--- src/rtl/ect_pkg.sv ---
package ect_pkg;

  typedef enum logic [1:0] {
    MODE_TIMER = 2'b00,
    MODE_RISE  = 2'b01,
    MODE_FALL  = 2'b10,
    MODE_BOTH  = 2'b11
  } cnt_mode_e;

  typedef enum logic {
    POL_RISE = 1'b0,
    POL_FALL = 1'b1
  } edge_pol_e;

  // Does this cycle advance the counter under the given mode?
  function automatic logic mode_hit(cnt_mode_e m, logic r, logic f);
    logic hit;
    case (m)
      MODE_TIMER: hit = 1'b1;
      MODE_RISE:  hit = r;
      MODE_FALL:  hit = f;
      default:    hit = r | f;
    endcase
    return hit;
  endfunction

  // Pick the transition of one polarity.
  function automatic logic pol_hit(edge_pol_e p, logic r, logic f);
    return (p == POL_FALL) ? f : r;
  endfunction

endpackage

--- src/rtl/ect_sync.sv ---
module ect_sync #(
  parameter int unsigned WIDTH = 4
) (
  input  logic             clk,
  input  logic             rst_n,
  input  logic [WIDTH-1:0] d,
  output logic [WIDTH-1:0] q
);

  for (genvar i = 0; i < WIDTH; i++) begin : g_bit
    logic meta_q, meta_d;
    logic sync_q, sync_d;

    always_comb begin
      meta_d = d[i];
      sync_d = meta_q;
    end

    always_ff @(posedge clk or negedge rst_n) begin
      if (!rst_n) begin
        meta_q <= 1'b0;
        sync_q <= 1'b0;
      end else begin
        meta_q <= meta_d;
        sync_q <= sync_d;
      end
    end

    assign q[i] = sync_q;
  end

endmodule

--- src/rtl/ect_edge_det.sv ---
module ect_edge_det #(
  parameter int unsigned WIDTH = 4
) (
  input  logic             clk,
  input  logic             rst_n,
  input  logic [WIDTH-1:0] d,
  output logic [WIDTH-1:0] rise,
  output logic [WIDTH-1:0] fall
);

  logic [WIDTH-1:0] prev_q;
  logic [WIDTH-1:0] prev_d;

  // One history bit per input, so switching the selection never
  // creates a transition out of two different inputs.
  always_comb begin
    prev_d = d;
    rise   = d & ~prev_q;
    fall   = ~d & prev_q;
  end

  always_ff @(posedge clk or negedge rst_n) begin
    if (!rst_n) prev_q <= '0;
    else        prev_q <= prev_d;
  end

endmodule

--- src/rtl/ect_counter.sv ---
module ect_counter #(
  parameter int unsigned W = 32
) (
  input  logic         clk,
  input  logic         rst_n,
  input  logic         en,
  input  logic         inc,
  input  logic         clr,
  output logic [W-1:0] cnt
);

  localparam logic [W-1:0] ONE = W'(1);

  logic [W-1:0] cnt_q;
  logic [W-1:0] cnt_d;

  always_comb begin
    cnt_d = cnt_q;
    if (en) begin
      if (clr)      cnt_d = '0;
      else if (inc) cnt_d = cnt_q + ONE;
    end
  end

  always_ff @(posedge clk or negedge rst_n) begin
    if (!rst_n) cnt_q <= '0;
    else        cnt_q <= cnt_d;
  end

  assign cnt = cnt_q;

endmodule

--- src/rtl/edge_count_timer.sv ---
module edge_count_timer
  import ect_pkg::*;
#(
  parameter  int unsigned CNT_W = 32,
  parameter  int unsigned N_IN  = 4,
  localparam int unsigned SEL_W = (N_IN > 1) ? $clog2(N_IN) : 1
) (
  input  logic             clk,
  input  logic             rst_n,
  input  logic             en,
  input  logic [1:0]       mode,
  input  logic [SEL_W-1:0] cnt_sel,
  input  logic             clr_en,
  input  logic [SEL_W-1:0] clr_sel,
  input  logic             clr_edge,
  input  logic             cap_en,
  input  logic [SEL_W-1:0] cap_sel,
  input  logic             cap_edge,
  input  logic [N_IN-1:0]  ext_in,
  output logic [CNT_W-1:0] count,
  output logic [CNT_W-1:0] capture
);

  logic [N_IN-1:0]  sync_in;
  logic [N_IN-1:0]  rise_v;
  logic [N_IN-1:0]  fall_v;
  logic             inc_hit;
  logic             clr_hit;
  logic             cap_hit;
  logic [CNT_W-1:0] cap_q;
  logic [CNT_W-1:0] cap_d;

  ect_sync #(.WIDTH(N_IN)) u_sync (
    .clk   (clk),
    .rst_n (rst_n),
    .d     (ext_in),
    .q     (sync_in)
  );

  ect_edge_det #(.WIDTH(N_IN)) u_edge (
    .clk   (clk),
    .rst_n (rst_n),
    .d     (sync_in),
    .rise  (rise_v),
    .fall  (fall_v)
  );

  // Event classification against the three trigger settings.
  always_comb begin
    inc_hit = mode_hit(cnt_mode_e'(mode), rise_v[cnt_sel], fall_v[cnt_sel]);
    clr_hit = clr_en & pol_hit(edge_pol_e'(clr_edge), rise_v[clr_sel], fall_v[clr_sel]);
    cap_hit = cap_en & pol_hit(edge_pol_e'(cap_edge), rise_v[cap_sel], fall_v[cap_sel]);
  end

  ect_counter #(.W(CNT_W)) u_cnt (
    .clk   (clk),
    .rst_n (rst_n),
    .en    (en),
    .inc   (inc_hit),
    .clr   (clr_hit),
    .cnt   (count)
  );

  // Capture takes the value present before this edge's update.
  always_comb begin
    cap_d = cap_q;
    if (cap_hit) cap_d = count;
  end

  always_ff @(posedge clk or negedge rst_n) begin
    if (!rst_n) cap_q <= '0;
    else        cap_q <= cap_d;
  end

  assign capture = cap_q;

endmodule

--- config.mk ---
export PLATFORM = sky130hd
export DESIGN_NAME = edge_count_timer
export DESIGN_NICKNAME = d
export VERILOG_FILES = /design/src/rtl/ect_pkg.sv /design/src/rtl/ect_sync.sv /design/src/rtl/ect_edge_det.sv /design/src/rtl/ect_counter.sv /design/src/rtl/edge_count_timer.sv
export SDC_FILE = /design/constraint.sdc
export NUM_CORES = 1
export LEC_CHECK = 0
export BUFFER_PORTS_ARGS = -buffer_cell sky130_fd_sc_hd__buf_2
export CORE_AREA = 5 5 102 104
export CTS_CLUSTER_SIZE = 25
export DETAILED_ROUTE_END_ITERATION = 6
export DIE_AREA = 0 0 107 109
export SYNTH_ARGS = -nofsm -noshare
export SYNTH_HDL_FRONTEND = slang
export SYNTH_SLANG_ARGS = --single-unit
export TNS_END_PERCENT = 30
--- constraint.sdc ---
create_clock -name clk -period 3.2 [get_ports clk]
set_input_delay 0.16 -clock clk [delete_from_list [all_inputs] [get_ports clk]]
set_output_delay 0.16 -clock clk [all_outputs]
set_load 0.1 [all_outputs]
==> results.cfg <==
[status]
status = complete, but fails checks
violations = hold timing

[synthesis]
synth_edf_count = 0
syn_area_per_cell_um2 = 11.1
synth-seq-area-share = 0.525
synth_area_mm2 = 0.00362
syn_nets = 346
ys_warn_count = 0
synth_seq_cells = 76
postSynthCellCount = 326
ys_types = 48
synthFlopType = dfrtp_1
ys_async_sr_fraction = 1.00

[routing]
drt_iter0_drc = 118
top_layer_used = met4
routed-via-count = 2836
vias_per_cell = 5.37
dr.pass1.iters = 4
wl_um = 8550
drc_errors = 0
drt.antenna.violating_nets = 0
wl_met2_um = 3950
dr_wl_met3_um = 492
avgRoutedWirePerCell_um = 16.2
drt-met1-wl_um = 3990

[worst_setup_path]
max_stage_delay_ns = 0.82
end_kind = flip-flop
cpMaxStageDelayCell = o211ai_1
cp.arrival_ns = 2.82
crit_path_start_kind = flip-flop
worstPathMaxFanout = 14
critPathKind = reg2reg
crit_buf_inv = 0
path_cells = nor2b_1, mux4_2, and2_1, o211ai_1, or4_1, a21oi_1
critPathRequiredTime_ns = 3.38
critPathTopFamily = compound AO/OA/AOI/OAI gates

[clocking]
htree_levels = 3
cts_root_buf = clkbuf_8
cts_buffers = 9
numClockSinks = 76
clk_path_buf_depth = 2
clkTransAtPathRegs_ns = 0.08
cts_tree = yes
clk_latency_ns = 0.34
cts_resized = 0

[sta]
clock.fmax_mhz = 379
fin_skew_ns = 0.00848
period_minus_slack_ns = 2.64
rsz0062_at_grt = false
fin_tns_setup_ns = 0
holdWs_ns = -0.0368
finalSetupViolCount = 0
worst_pin_slew_ns = 0.962
hold_violations = 42
post-route-period-util = 0.824
drv_slew = 0
relSlewSlack = 0.359

[grt]
grt_use_total = 0.150
grt-ovfl-total = 0
grt_max_degree = 77
antenna_found_initial = 0
grt_pass1_wl_um = 13900
grt_pass1_vias = 2761

[job]
drv_cap = 0

[power_and_ir_drop]
p_leak_nw = 2.12
max-vdd-ir-drop_mv = 0.331
power.density_mw_per_mm2 = 646

[finish]
multi_input_area_mm2 = 0.00163
fillers = 929
fin_nets = 429
final_layout_size_suffix_gt1_frac = 0.300
final_common_cell = buf_2
final_cell_mix = buf_2 (81), dfrtp_1 (76), nand2_1 (29)
syn2layout_area_growth_pct = 21.3
final-seq-area_mm2 = 0.00190
n_antenna_cell = 0

[placement]
globalplace.congestion = 0.794
port_buffers = 82
dpl.hpwl_um = 5910

[floorplan]
die_h_um = 109
core_area_mm2 = 0.00946
die_w_um = 107
dieArea_mm2 = 0.0117
start_util = 0.383
num_rows = 36
ioPinCount = 83

[min_path]
hold_path_class = in2async
## report_power, final
| group | switching, W | internal (W) |
|---|---|---|
| sequential | 0.0000859 | 0.00104 |
| combinational | 0.000742 | 0.000158 |
| clock | 0.000353 | 0.000457 |
| total | 0.00118 | 0.00166 |
## layer usage
layer,vias to the layer above,track usage
li1,1371,-
met1,1382,0.200
met2,74,0.237
met3,9,0.0343
met4,0,0.0621
met5,-,0
## worst paths after layout
kind,startpoint,endpoint,slack [ns],cells after the start
setup reg to reg,u_edge.prev_q[3],u_cnt.cnt[19],0.56,6
min in group clk,en,u_cnt.cnt[27],0.28,3
max in group asynchronous,rst_n,capture[8],2.61,1
hold reg to reg,u_sync.g_bit[3].meta_q,u_sync.g_bit[3].sync_q,0.35,0
setup / recovery,u_edge.prev_q[3],u_cnt.cnt[19],0.56,6
hold / removal,rst_n,capture[5],-0.04,1
## registers in the layout, summed over array words and instances, names as in the netlist
| name | count |
|---|---|
| u_edge.prev_q | 4 |
| u_sync.g_bit.meta_q | 4 |
| u_cnt.cnt | 32 |
| capture | 32 |
| u_sync.g_bit.sync_q | 4 |
## Yosys cell counts, types with 3 or more instances
cell type	number	area, um^2
nand2_1	29	109
o311ai_1	3	26.3
inv_1	4	15.0
dfrtp_1	76	1900
o211ai_1	9	67.6
o2111ai_1	6	52.6
or4_1	10	75.1
mux2_1	19	214
buf_2	4	20.0
mux4_2	3	67.6
nand4_1	6	37.5
mux2_2	13	146
nand3_1	16	80.1
a21oi_1	10	50.1
o31ai_1	3	22.5
o21ai_1	9	45.0
nand3b_1	3	22.5
nand2b_1	4	25.0
xor2_1	10	87.6
or3_1	8	50.1
clkbuf_1	7	26.3
buf_1	5	18.8
and3_1	6	37.5
nor2b_1	7	43.8
nor2_1	21	78.8
o21ai_0	6	30.0
## cells by family after synthesis
kind of cell / count (synthesis) / share of synthesized area
muxes: 36 / 0.124
adders and majority gates: 1 / 0.00345
buffers and inverters: 21 / 0.0252
DFF: 76 / 0.525
AOI/OAI and AO/OA: 55 / 0.103
and+or+nand+nor: 127 / 0.195
xor gates and xnor gates: 10 / 0.0242
## per-stage QoR
step	util	worst slack, ns	cell area (um^2)	instances	power, W
floorplan	-	0.414	3620	326	0.00187
global placement	0.437	0.668	4140	508	0.00205
detailed placement	0.437	0.617	4140	508	0.00205
CTS	0.465	0.569	4390	528	0.00287
global route	0.465	0.350	4390	528	0.00296
finish	0.465	0.564	4390	528	0.00284
## layout make-up
| type | instances | area share |
|---|---|---|
| Clock buffer | 11 | 0.0322 |
| Clock inverter | 5 | 0.0171 |
| Inverter | 4 | 0.00342 |
| Multi-Input combinational cell | 229 | 0.371 |
| Sequential cell | 76 | 0.433 |
| Tap cell | 114 | 0.0325 |
| Timing Repair Buffer | 89 | 0.111 |
## timing repair
item | CTS | global route
endpoints found under the hold margin | 4 | 0
hold buffers | 4 | 0
buffers inserted | 0 | 0
endpoints found under the setup margin | 0 | 0
Note: power is estimated with default switching activity, not from simulation.
